--- src/rtl/cts_pkg.sv ---
package cts_pkg;

  localparam int unsigned BASE_W     = 4;
  localparam int unsigned ADJ_W      = 4;
  localparam int unsigned RATE_DIV_W = 7;

  // Reference cycles per base slot, keyed by base index.
  function automatic logic [RATE_DIV_W-1:0] slot_len(input logic [BASE_W-1:0] idx);
    logic [RATE_DIV_W-1:0] d;
    case (idx)
      4'd3:    d = 7'd48;
      4'd4:    d = 7'd36;
      4'd5:    d = 7'd24;
      4'd6:    d = 7'd18;
      4'd7:    d = 7'd12;
      4'd8:    d = 7'd9;
      4'd9:    d = 7'd8;
      4'd10:   d = 7'd12;
      4'd12:   d = 7'd32;
      4'd13:   d = 7'd16;
      4'd14:   d = 7'd9;
      4'd15:   d = 7'd8;
      default: d = 7'd96;   // 1 and the undefined 0, 2, 11
    endcase
    return d;
  endfunction

  function automatic logic l2_is_half(input logic [BASE_W-1:0] idx);
    return (idx == 4'd8) || (idx == 4'd9) || (idx == 4'd10);
  endfunction

endpackage

--- src/rtl/cts_regs.sv ---
module cts_regs #(
  parameter int unsigned DATA_W     = 8,
  parameter int unsigned BASE_W     = 4,
  parameter int unsigned ADJ_W      = 4,
  parameter int unsigned RESET_BASE = 1
) (
  input  logic              clk,
  input  logic              rst_n,
  input  logic              wr_en,
  input  logic              wr_addr,
  input  logic [DATA_W-1:0] wr_data,
  input  logic              rd_addr,
  output logic [DATA_W-1:0] rd_data,
  output logic [BASE_W-1:0] base_q,
  output logic [ADJ_W-1:0]  adj_q
);

  logic              base_we, adj_we;
  logic [BASE_W-1:0] base_d;
  logic [ADJ_W-1:0]  adj_d;

  always_comb begin
    base_we = wr_en && !wr_addr;
    adj_we  = wr_en &&  wr_addr;
    base_d  = wr_data[BASE_W-1:0];
    adj_d   = wr_data[ADJ_W-1:0];
  end

  always_ff @(posedge clk or negedge rst_n) begin
    if (!rst_n) begin
      base_q <= BASE_W'(RESET_BASE);
      adj_q  <= '0;
    end else begin
      if (base_we) base_q <= base_d;
      if (adj_we)  adj_q  <= adj_d;
    end
  end

  always_comb begin
    if (rd_addr) rd_data = {{(DATA_W-ADJ_W){1'b0}}, adj_q};
    else         rd_data = {{(DATA_W-BASE_W){1'b0}}, base_q};
  end


  base_wr_chk: assert property (@(posedge clk) disable iff (!rst_n)
    (wr_en && !wr_addr) |=> (base_q == $past(wr_data[BASE_W-1:0])));


  adj_wr_chk: assert property (@(posedge clk) disable iff (!rst_n)
    (wr_en && wr_addr) |=> (adj_q == $past(wr_data[ADJ_W-1:0])));

endmodule

--- src/rtl/cts_rate_rom.sv ---
module cts_rate_rom #(
  parameter int unsigned BASE_W = 4,
  parameter int unsigned DIV_W  = 7
) (
  input  logic [BASE_W-1:0] idx,
  output logic [DIV_W-1:0]  div,
  output logic              l2_half
);
  import cts_pkg::*;

  always_comb begin
    div     = DIV_W'(slot_len(idx));
    l2_half = l2_is_half(idx);
  end


  rom_nonzero_chk: assert final (DIV_W >= RATE_DIV_W);

endmodule

--- src/rtl/cts_pacer.sv ---
module cts_pacer #(
  parameter int unsigned BASE_W     = 4,
  parameter int unsigned ADJ_W      = 4,
  parameter int unsigned DIV_W      = 7,
  parameter int unsigned WIN_W      = 4,
  parameter int unsigned ADJ_MAX    = 8,
  parameter int unsigned RESET_BASE = 1
) (
  input  logic              clk,
  input  logic              rst_n,
  input  logic [BASE_W-1:0] base_req,
  input  logic [ADJ_W-1:0]  adj_req,
  output logic              core_en,
  output logic              l2_en
);

  localparam int unsigned SLOTS = 1 << WIN_W;
  localparam int unsigned ACC_W = WIN_W + 1;

  logic [BASE_W-1:0] act_base_q, act_base_d;
  logic [ADJ_W-1:0]  act_adj_q, act_adj_d, adj_clamped;
  logic [DIV_W-1:0]  cnt_q, cnt_d, div_act;
  logic [WIN_W-1:0]  pos_q, pos_d;
  logic [ACC_W-1:0]  acc_q, acc_d, acc_sum;
  logic              phase_q, phase_d;
  logic              prev_sw_q, prev_sw_d;
  logic              core_q, core_d, l2_q, l2_d;
  logic              half_act, slot_hit, boundary, swallow, deliver;

  cts_rate_rom #(.BASE_W(BASE_W), .DIV_W(DIV_W)) i_rom (
    .idx     (act_base_q),
    .div     (div_act),
    .l2_half (half_act)
  );

  // next-state logic
  always_comb begin
    slot_hit    = (cnt_q == (div_act - DIV_W'(1)));
    cnt_d       = slot_hit ? '0 : cnt_q + DIV_W'(1);
    boundary    = slot_hit && (pos_q == {WIN_W{1'b1}});
    pos_d       = slot_hit ? pos_q + WIN_W'(1) : pos_q;
    acc_sum     = acc_q + ACC_W'(act_adj_q);
    swallow     = slot_hit && (acc_sum >= ACC_W'(SLOTS));
    if (!slot_hit)    acc_d = acc_q;
    else if (swallow) acc_d = acc_sum - ACC_W'(SLOTS);
    else              acc_d = acc_sum;
    deliver     = slot_hit && !swallow;
    core_d      = deliver;
    l2_d        = deliver && (!half_act || phase_q);
    if (boundary)     phase_d = 1'b0;
    else if (deliver) phase_d = ~phase_q;
    else              phase_d = phase_q;
    prev_sw_d   = slot_hit ? swallow : prev_sw_q;
    adj_clamped = (adj_req > ADJ_W'(ADJ_MAX)) ? '0 : adj_req;
    act_base_d  = boundary ? base_req    : act_base_q;
    act_adj_d   = boundary ? adj_clamped : act_adj_q;
  end

  // state registers
  always_ff @(posedge clk or negedge rst_n) begin
    if (!rst_n) begin
      cnt_q      <= '0;
      pos_q      <= '0;
      acc_q      <= '0;
      phase_q    <= 1'b0;
      prev_sw_q  <= 1'b0;
      core_q     <= 1'b0;
      l2_q       <= 1'b0;
      act_base_q <= BASE_W'(RESET_BASE);
      act_adj_q  <= '0;
    end else begin
      cnt_q     <= cnt_d;
      core_q    <= core_d;
      l2_q      <= l2_d;
      if (slot_hit) begin
        pos_q     <= pos_d;
        acc_q     <= acc_d;
        phase_q   <= phase_d;
        prev_sw_q <= prev_sw_d;
      end
      if (boundary) begin
        act_base_q <= act_base_d;
        act_adj_q  <= act_adj_d;
      end
    end
  end

  assign core_en = core_q;
  assign l2_en   = l2_q;


  l2_subset_chk: assert property (@(posedge clk) disable iff (!rst_n)
    l2_q |-> core_q);


  adj_clamp_chk: assert property (@(posedge clk) disable iff (!rst_n)
    act_adj_q <= ADJ_W'(ADJ_MAX));


  window_hold_chk: assert property (@(posedge clk) disable iff (!rst_n)
    !boundary |=> ($stable(act_base_q) && $stable(act_adj_q)));


  acc_drain_chk: assert property (@(posedge clk) disable iff (!rst_n)
    boundary |=> (acc_q == '0));


  no_double_swallow_chk: assert property (@(posedge clk) disable iff (!rst_n)
    swallow |-> !prev_sw_q);


  cnt_bound_chk: assert property (@(posedge clk) disable iff (!rst_n)
    cnt_q < div_act);

endmodule

--- src/rtl/cpu_clk_throttle.sv ---
module cpu_clk_throttle #(
  parameter int unsigned DATA_W     = 8,
  parameter int unsigned DIV_W      = 7,
  parameter int unsigned WIN_W      = 4,
  parameter int unsigned ADJ_MAX    = 8,
  parameter int unsigned RESET_BASE = 1
) (
  input  logic              clk,
  input  logic              rst_n,
  input  logic              wr_en,
  input  logic              wr_addr,
  input  logic [DATA_W-1:0] wr_data,
  input  logic              rd_addr,
  output logic [DATA_W-1:0] rd_data,
  output logic              core_en,
  output logic              l2_en
);
  import cts_pkg::*;

  logic              rst_meta_q, rst_sync_n;
  logic [BASE_W-1:0] base_q;
  logic [ADJ_W-1:0]  adj_q;

  // asynchronous assert, synchronous release
  always_ff @(posedge clk or negedge rst_n) begin
    if (!rst_n) begin
      rst_meta_q <= 1'b0;
      rst_sync_n <= 1'b0;
    end else begin
      rst_meta_q <= 1'b1;
      rst_sync_n <= rst_meta_q;
    end
  end

  cts_regs #(
    .DATA_W(DATA_W), .BASE_W(BASE_W), .ADJ_W(ADJ_W), .RESET_BASE(RESET_BASE)
  ) i_regs (
    .clk(clk), .rst_n(rst_sync_n), .wr_en(wr_en), .wr_addr(wr_addr),
    .wr_data(wr_data), .rd_addr(rd_addr), .rd_data(rd_data),
    .base_q(base_q), .adj_q(adj_q)
  );

  cts_pacer #(
    .BASE_W(BASE_W), .ADJ_W(ADJ_W), .DIV_W(DIV_W), .WIN_W(WIN_W),
    .ADJ_MAX(ADJ_MAX), .RESET_BASE(RESET_BASE)
  ) i_pacer (
    .clk(clk), .rst_n(rst_sync_n), .base_req(base_q), .adj_req(adj_q),
    .core_en(core_en), .l2_en(l2_en)
  );


  quiet_in_reset_chk: assert property (@(posedge clk)
    !rst_sync_n |=> !core_en);

endmodule

--- config.mk ---
export PLATFORM = sky130hd
export DESIGN_NAME = cpu_clk_throttle
export DESIGN_NICKNAME = d
export VERILOG_FILES = /design/src/rtl/cts_pkg.sv /design/src/rtl/cts_regs.sv /design/src/rtl/cts_rate_rom.sv /design/src/rtl/cts_pacer.sv /design/src/rtl/cpu_clk_throttle.sv
export SDC_FILE = /design/constraint.sdc
export NUM_CORES = 1
export LEC_CHECK = 0
export ABC_AREA = 1
export BUFFER_PORTS_ARGS = -buffer_cell sky130_fd_sc_hd__buf_4
export CAP_MARGIN = 10
export CORE_ASPECT_RATIO = 0.8
export CORE_UTILIZATION = 45
export CTS_BUF_LIST = sky130_fd_sc_hd__clkbuf_2
export DETAILED_ROUTE_END_ITERATION = 6
export PLACE_DENSITY = 0.74
export SYNTH_ARGS = -nofsm -noshare
export SYNTH_HDL_FRONTEND = slang
export SYNTH_SLANG_ARGS = --single-unit
--- constraint.sdc ---
create_clock -name clk -period 1.1 [get_ports clk]
set_input_delay 0 -clock clk [delete_from_list [all_inputs] [get_ports clk]]
set_output_delay 0 -clock clk [all_outputs]
set_load 0.1 [all_outputs]
-- Word-level counts from Yosys, hierarchy flattened
Memories as Yosys holds them, arrays and structs flattened.
Index checks and enable logic that the tools add are counted.
Widths: inputs -> output; s select.
- add/sub/neg operators: 5
- magnitude comparators: 2
- bitwise gates (word level): 1
- reductions and logical operators: 14
- multiplexer cells: 6
- equality and inequality tests: 5
- operators by type and width (operator ; number):
    $eq 4x4->1 const B ; 4
    $mux 4 ; 2
    $add 7x1->7 const B ; 1
    $eq 7x7->1 ; 1
    $mux 7 ; 1
    $sub 7x1->7 const B ; 1
    $logic_and 1x1->1 ; 6
    $add 5x4->5 ; 1
    $ge 5x5->1 const B ; 1
    $mux 5 ; 1
    $sub 5x5->5 const B ; 1
    $add 4x1->4 const B ; 1
    $gt 4x4->1 const B ; 1
    $logic_not 1->1 ; 3
    $logic_or 1x1->1 ; 3
    $mux 1 ; 2
    $reduce_and 2->1 ; 1
    $reduce_bool 2->1 ; 1
    $not 1->1 ; 1
- word-level logic and storage cells: 46
- flip-flop bits (word level): 37
- ROM bits: 112
- memories: 1
- output and inout bits: 10
- memories (memory ; depth ; bits a word ; rd ports ; clocked after Yosys merged registers in ; wr ports ; RTL line ; source):
    (no name shown) ; 16 ; 7 ; 1 ; 0 ; 0 ; cts_pkg.sv:10 ; case (idx)

-- Longest topological paths before layout
An unclocked memory read counts as a cell.
- depth in word-level cells: 8
- gate-level depth with buffers: 17
- gate-level depth less buffers: 16

-- Cells and area by module
From an unflattened synthesis, not the netlist that was laid out.
- cell total of the unflattened synthesis: 318
- area total of the unflattened synthesis: 2422.3 µm²
- modules (own cells, without submodules) (module ; instances ; cells an instance ; area an instance (µm²)):
    cts_pacer ; 1 ; 220 ; 1657.8
    cts_regs ; 1 ; 53 ; 417.9
    cts_rate_rom ; 1 ; 42 ; 292.8
    cpu_clk_throttle ; 1 ; 3 ; 53.8

-- Worst setup path before layout
No wires, ideal clock.
- kind: register to output
- start: register i_regs.base_q[0]
- end: output port rd_data[0]
- slack: -1564 ps
- stages on the path, launching flop included: 3
- arrival: 2664 ps
- data required time: 1100 ps
- buffers on the path: 0
- cell sequence: dfstp_2 inv_1 o21ai_0
- word-level cells in the longest chain between the ends: 1
- ends and longest elaborated chain (item ; RTL line ; source):
    start, declared ; cts_regs.sv:14 ; output logic [BASE_W-1:0] base_q,
    start signal, assigned ; cts_regs.sv:31 ; base_q <= BASE_W'(RESET_BASE);
    start signal, assigned ; cts_regs.sv:34 ; if (base_we) base_q <= base_d;
    $mux 4 ; cts_regs.sv:40 ; if (rd_addr) rd_data = {{(DATA_W-ADJ_W){1'b0}}, adj_q};
    end, declared ; cpu_clk_throttle.sv:14 ; output logic [DATA_W-1:0] rd_data,
Every way passes these cells.

-- Final worst setup path
- start: register i_pacer.act_base_q[0]
- end: register i_pacer.cnt_q[4]
- word-level cells in the longest chain between the ends: 4
- ends and longest elaborated chain (item ; RTL line ; source):
    start, declared ; cts_pacer.sv:20 ; logic [BASE_W-1:0] act_base_q, act_base_d;
    start signal, assigned ; cts_pacer.sv:69 ; act_base_q <= BASE_W'(RESET_BASE);
    start signal, assigned ; cts_pacer.sv:82 ; act_base_q <= act_base_d;
    $mem_v2 16x7 ; n/a ;
    $sub 7x1->7 ; cts_pacer.sv:38 ; slot_hit = (cnt_q == (div_act - DIV_W'(1)));
    $eq 7x7->1 ; cts_pacer.sv:38 ;
    $mux 7 ; cts_pacer.sv:39 ; cnt_d = slot_hit ? '0 : cnt_q + DIV_W'(1);
    named net i_pacer.cnt_d[4] ; cts_pacer.sv:22 ; logic [DIV_W-1:0] cnt_q, cnt_d, div_act;
    end signal, assigned ; cts_pacer.sv:72 ; cnt_q <= cnt_d;
    end, declared ; cts_pacer.sv:22 ;
The timed path passes the listed nets, and every way through them passes these cells.
A chain may end at the register's enable or synchronous reset.

==> key figures <==
CTS
  • CTS Buffer Depth: 2
  • CTS tree: built
  • CTS Buf Count: 5
  • Clk pin slew, worst setup/hold paths: ~200 ps
  • H-tree depth: 2
  • Latest clock arrival within the worst-skew pair: around 420 ps
  • Clock root cell: clkbuf_2
  • Clock sink count: 37

Detailed routing
  • Routed vias: just over 2000
  • DRT met1 WL: 2580 µm
  • Detailed Routing Iterations Pass 1: 5
  • Initial DRC count: 93
  • Wire per inst: ~13 µm
  • # DRC: 0
  • DR top layer: met4
  • Post-DRT Antenna Nets: 0
  • Metal2 WL: ~2900 µm
  • Post-Route WL: 5700 µm
  • Via/cell ratio: just under 5
  • WL met3: about 180 µm

Status
  • Outcome: complete, but fails checks
  • Failing checks: setup timing

Logic synthesis
  • Mean Syn Cell Area: 7.91 µm²
  • Top_reg_cell synth: dfrtp_1
  • FFs w/ async S/R, synth: 1.00
  • Seq/Total Area, Yosys: 0.416
  • EDFF count, synth: 0
  • Largest cells by area after synthesis: dfrtp_1 39%, nand2_1 15%, ha_1 6.7%
  • Post-Synthesis Cells: approximately 280
  • Cell area after synthesis: between 2000 and 2500 µm²
  • Yosys reg bits: 37
  • Synth Warn #: 0
  • Synth area leader: dfrtp_1
  • Yosys top cell area share: 0.393
  • Post-synth cell types: 32

Worst setup path
  • Worst Path Buf+Inv: 6
  • WP data arrival: approximately 2600 ps
  • Setup crit start kind: flop
  • Largest stage delay on the critical path: 620 ps
  • Crit path max fanout: 7
  • Kind of critical path: flop to flop
  • Worst setup EP type: flop
  • Worst EP required: between 1000 and 1500 ps
  • Top delay family on crit path: simple AND/OR/NAND/NOR gates
  • Cells along the critical path: buf_6 -> ha_2 -> inv_2 -> nand2_2 -> nand3_2 -> buf_4 -> nand3_1 -> nand2_1 -> nand2_1 -> nand2_1 -> clkinv_1 -> nand2_2 -> nor2_8 -> buf_6 -> inv_8 -> nand2_2 -> nor2_1
  • Worst path slowest cell: dfstp_2

Global routing
  • Vias in the first global route: approximately 2000
  • Gr ovfl total: 0
  • Pin count of the biggest net entering global routing: 26
  • GRT Resource Usage Total: 0.226
  • Initial antenna violation count: 0
  • Wire length of the first global-routing pass: between 8000 and 9000 µm

Worst hold path
  • HP Class: flop to asynchronous set/reset pin

Layout
  • Most frequent cells in the layout: 66 x nand2_1, 59 x buf_4, 33 x dfrtp_1
  • Layout cells sized above 1: 0.459
  • Antenna cells: 0
  • Final core occ: 0.699
  • Final nets: roughly 390
  • Leading cell type in the layout, fill and taps excluded: nand2_1
  • Layout overhead on the synthesized area: 46.7%

Die
  • Initial core utilization: 0.477
  • Die area: 5240 µm²
  • Rows: 22
  • Chip height: 65.0 µm
  • Die X: roughly 81 µm
  • Core Footprint: 4680 µm²
  • Ports: 23

Timing
  • Setup ws final: -1200 ps
  • # setup viols final: 31
  • F_max: between 400 and 500 MHz
  • Worst slew pin tran: 488 ps
  • Worst hold slack: 153 ps
  • Hold Vio Cnt, Final: 0
  • Final worst path period share: 2.09
  • Slew HR: 0.672
  • Fin crit period: around 2300 ps
  • RSZ-0062 raised after global routing: true
  • Max Slew Vio Count: 0
  • Clock Skew: between 20 and 25 ps

Placed design
  • Dpl ws: -1170 ps
  • Detailed Place HPWL: 3590 µm
  • Port Buf Inserts: 14
  • Routability cong.: approximately 0.89

Pwr
  • Leak Pwr: ~1.7 nW
  • PwrDens: about 820 nW/µm²
  • VDD IR max: between 0.0007 and 0.0008 V

Run
  • Max Cap Viol: 0
state kept, by name, indices dropped and copies added (netlist names):
register            flops
i_pacer.act_adj_q       4
i_pacer.acc_q           5
i_pacer.core_en         1
i_regs.base_q           4
i_regs.adj_q            4
i_pacer.cnt_q           7
i_pacer.pos_q           4
i_pacer.phase_q         1
i_pacer.act_base_q      4
rst_sync_n              1
rst_meta_q              1
i_pacer.l2_en           1
Yosys cell counts, drive strengths merged, types with 3 or more instances:
master and number:
nor2 22, dfrtp 35, ha 12, nand3 19, buf 9, xnor2 3
nand2 99, xor2 5, o21ai 27, inv 33, nand3b 3
through the flow:
step / cells / TNS (ps) / power [mW] / instance area [µm²]
after floorplan: 285 / -27200 / 1.78 / 2280
after global placement: 396 / -27960 / 1.89 / 2740
after detailed placement: 396 / -29590 / 1.89 / 2740
after CTS: 422 / -30420 / 2.65 / 3110
after global routing: 426 / -35280 / 2.80 / 3270
final: 426 / -32120 / 2.69 / 3270
final timing paths:
kind                                                        start                            to  slack (ps)  cells after the start
worst min register to register               rst_sync_n$_DFF_PN0_  i_regs.base_q[2]$_DFFE_PN0P_         150                      0
worst min-delay path                         rst_sync_n$_DFF_PN0_  i_regs.base_q[2]$_DFFE_PN0P_         150                      0
min in group clk                             rst_meta_q$_DFF_PN0_          rst_sync_n$_DFF_PN0_         380                      0
worst max-delay path            i_pacer.act_base_q[0]$_DFFE_PN1P_    i_pacer.cnt_q[4]$_DFF_PN0_       -1200                     17
max in group asynchronous                    rst_sync_n$_DFF_PN0_    i_pacer.cnt_q[5]$_DFF_PN0_         510                      1
worst max register to register  i_pacer.act_base_q[0]$_DFFE_PN1P_    i_pacer.cnt_q[4]$_DFF_PN0_       -1200                     17
report_power, final:
| group | total, mW | leakage, nW | switching (mW) | internal [mW] |
|---|---|---|---|---|
| Combinational | 0.610 | 1.21 | 0.377 | 0.233 |
| Sequential | 1.44 | 0.431 | 0.0323 | 1.41 |
| Clock | 0.641 | 0.0327 | 0.482 | 0.159 |
routing by layer:
| metal | global-route usage | vias up |
|---|---|---|
| met2 | 0.391 | 34 |
| met3 | 0.0507 | 9 |
| li1 | - | 1043 |
| met1 | 0.283 | 974 |
| met5 | 0 | - |
| met4 | 0.0603 | 0 |
cell type report:
type,count,area (µm²)
Fill cell,361,1410
Tap cell,60,75.1
Inverter,34,138
Multi-Input combinational cell,206,1360
Sequential cell,37,931
Clock buffer,6,30.0
Timing Repair inverter,1,8.76
Timing Repair Buffer,80,717
Clock inverter,2,10.0
cell families after synthesis:
kind of cell | after synthesis | share of synthesized area
AO/OA/AOI/OAI | 30 | 0.0819
flip-flops | 37 | 0.416
AND/OR/NAND/NOR | 149 | 0.301
other | 2 | 0.00337
buffers and inverters | 43 | 0.0897
adder cells (fa/ha/maj) | 13 | 0.0763
XOR/XNOR | 8 | 0.0314
repair_timing:
item | in CTS | in global routing
gates cloned | 2 | 0
endpoints found under the hold margin | 10 | 0
hold buffers | 8 | 0
endpoints found under the setup margin | 31 | 31
buffers inserted | 8 | 4
resized for setup | 48 | 44
pin swaps | 22 | 17
(Power assumes the default switching activity.)
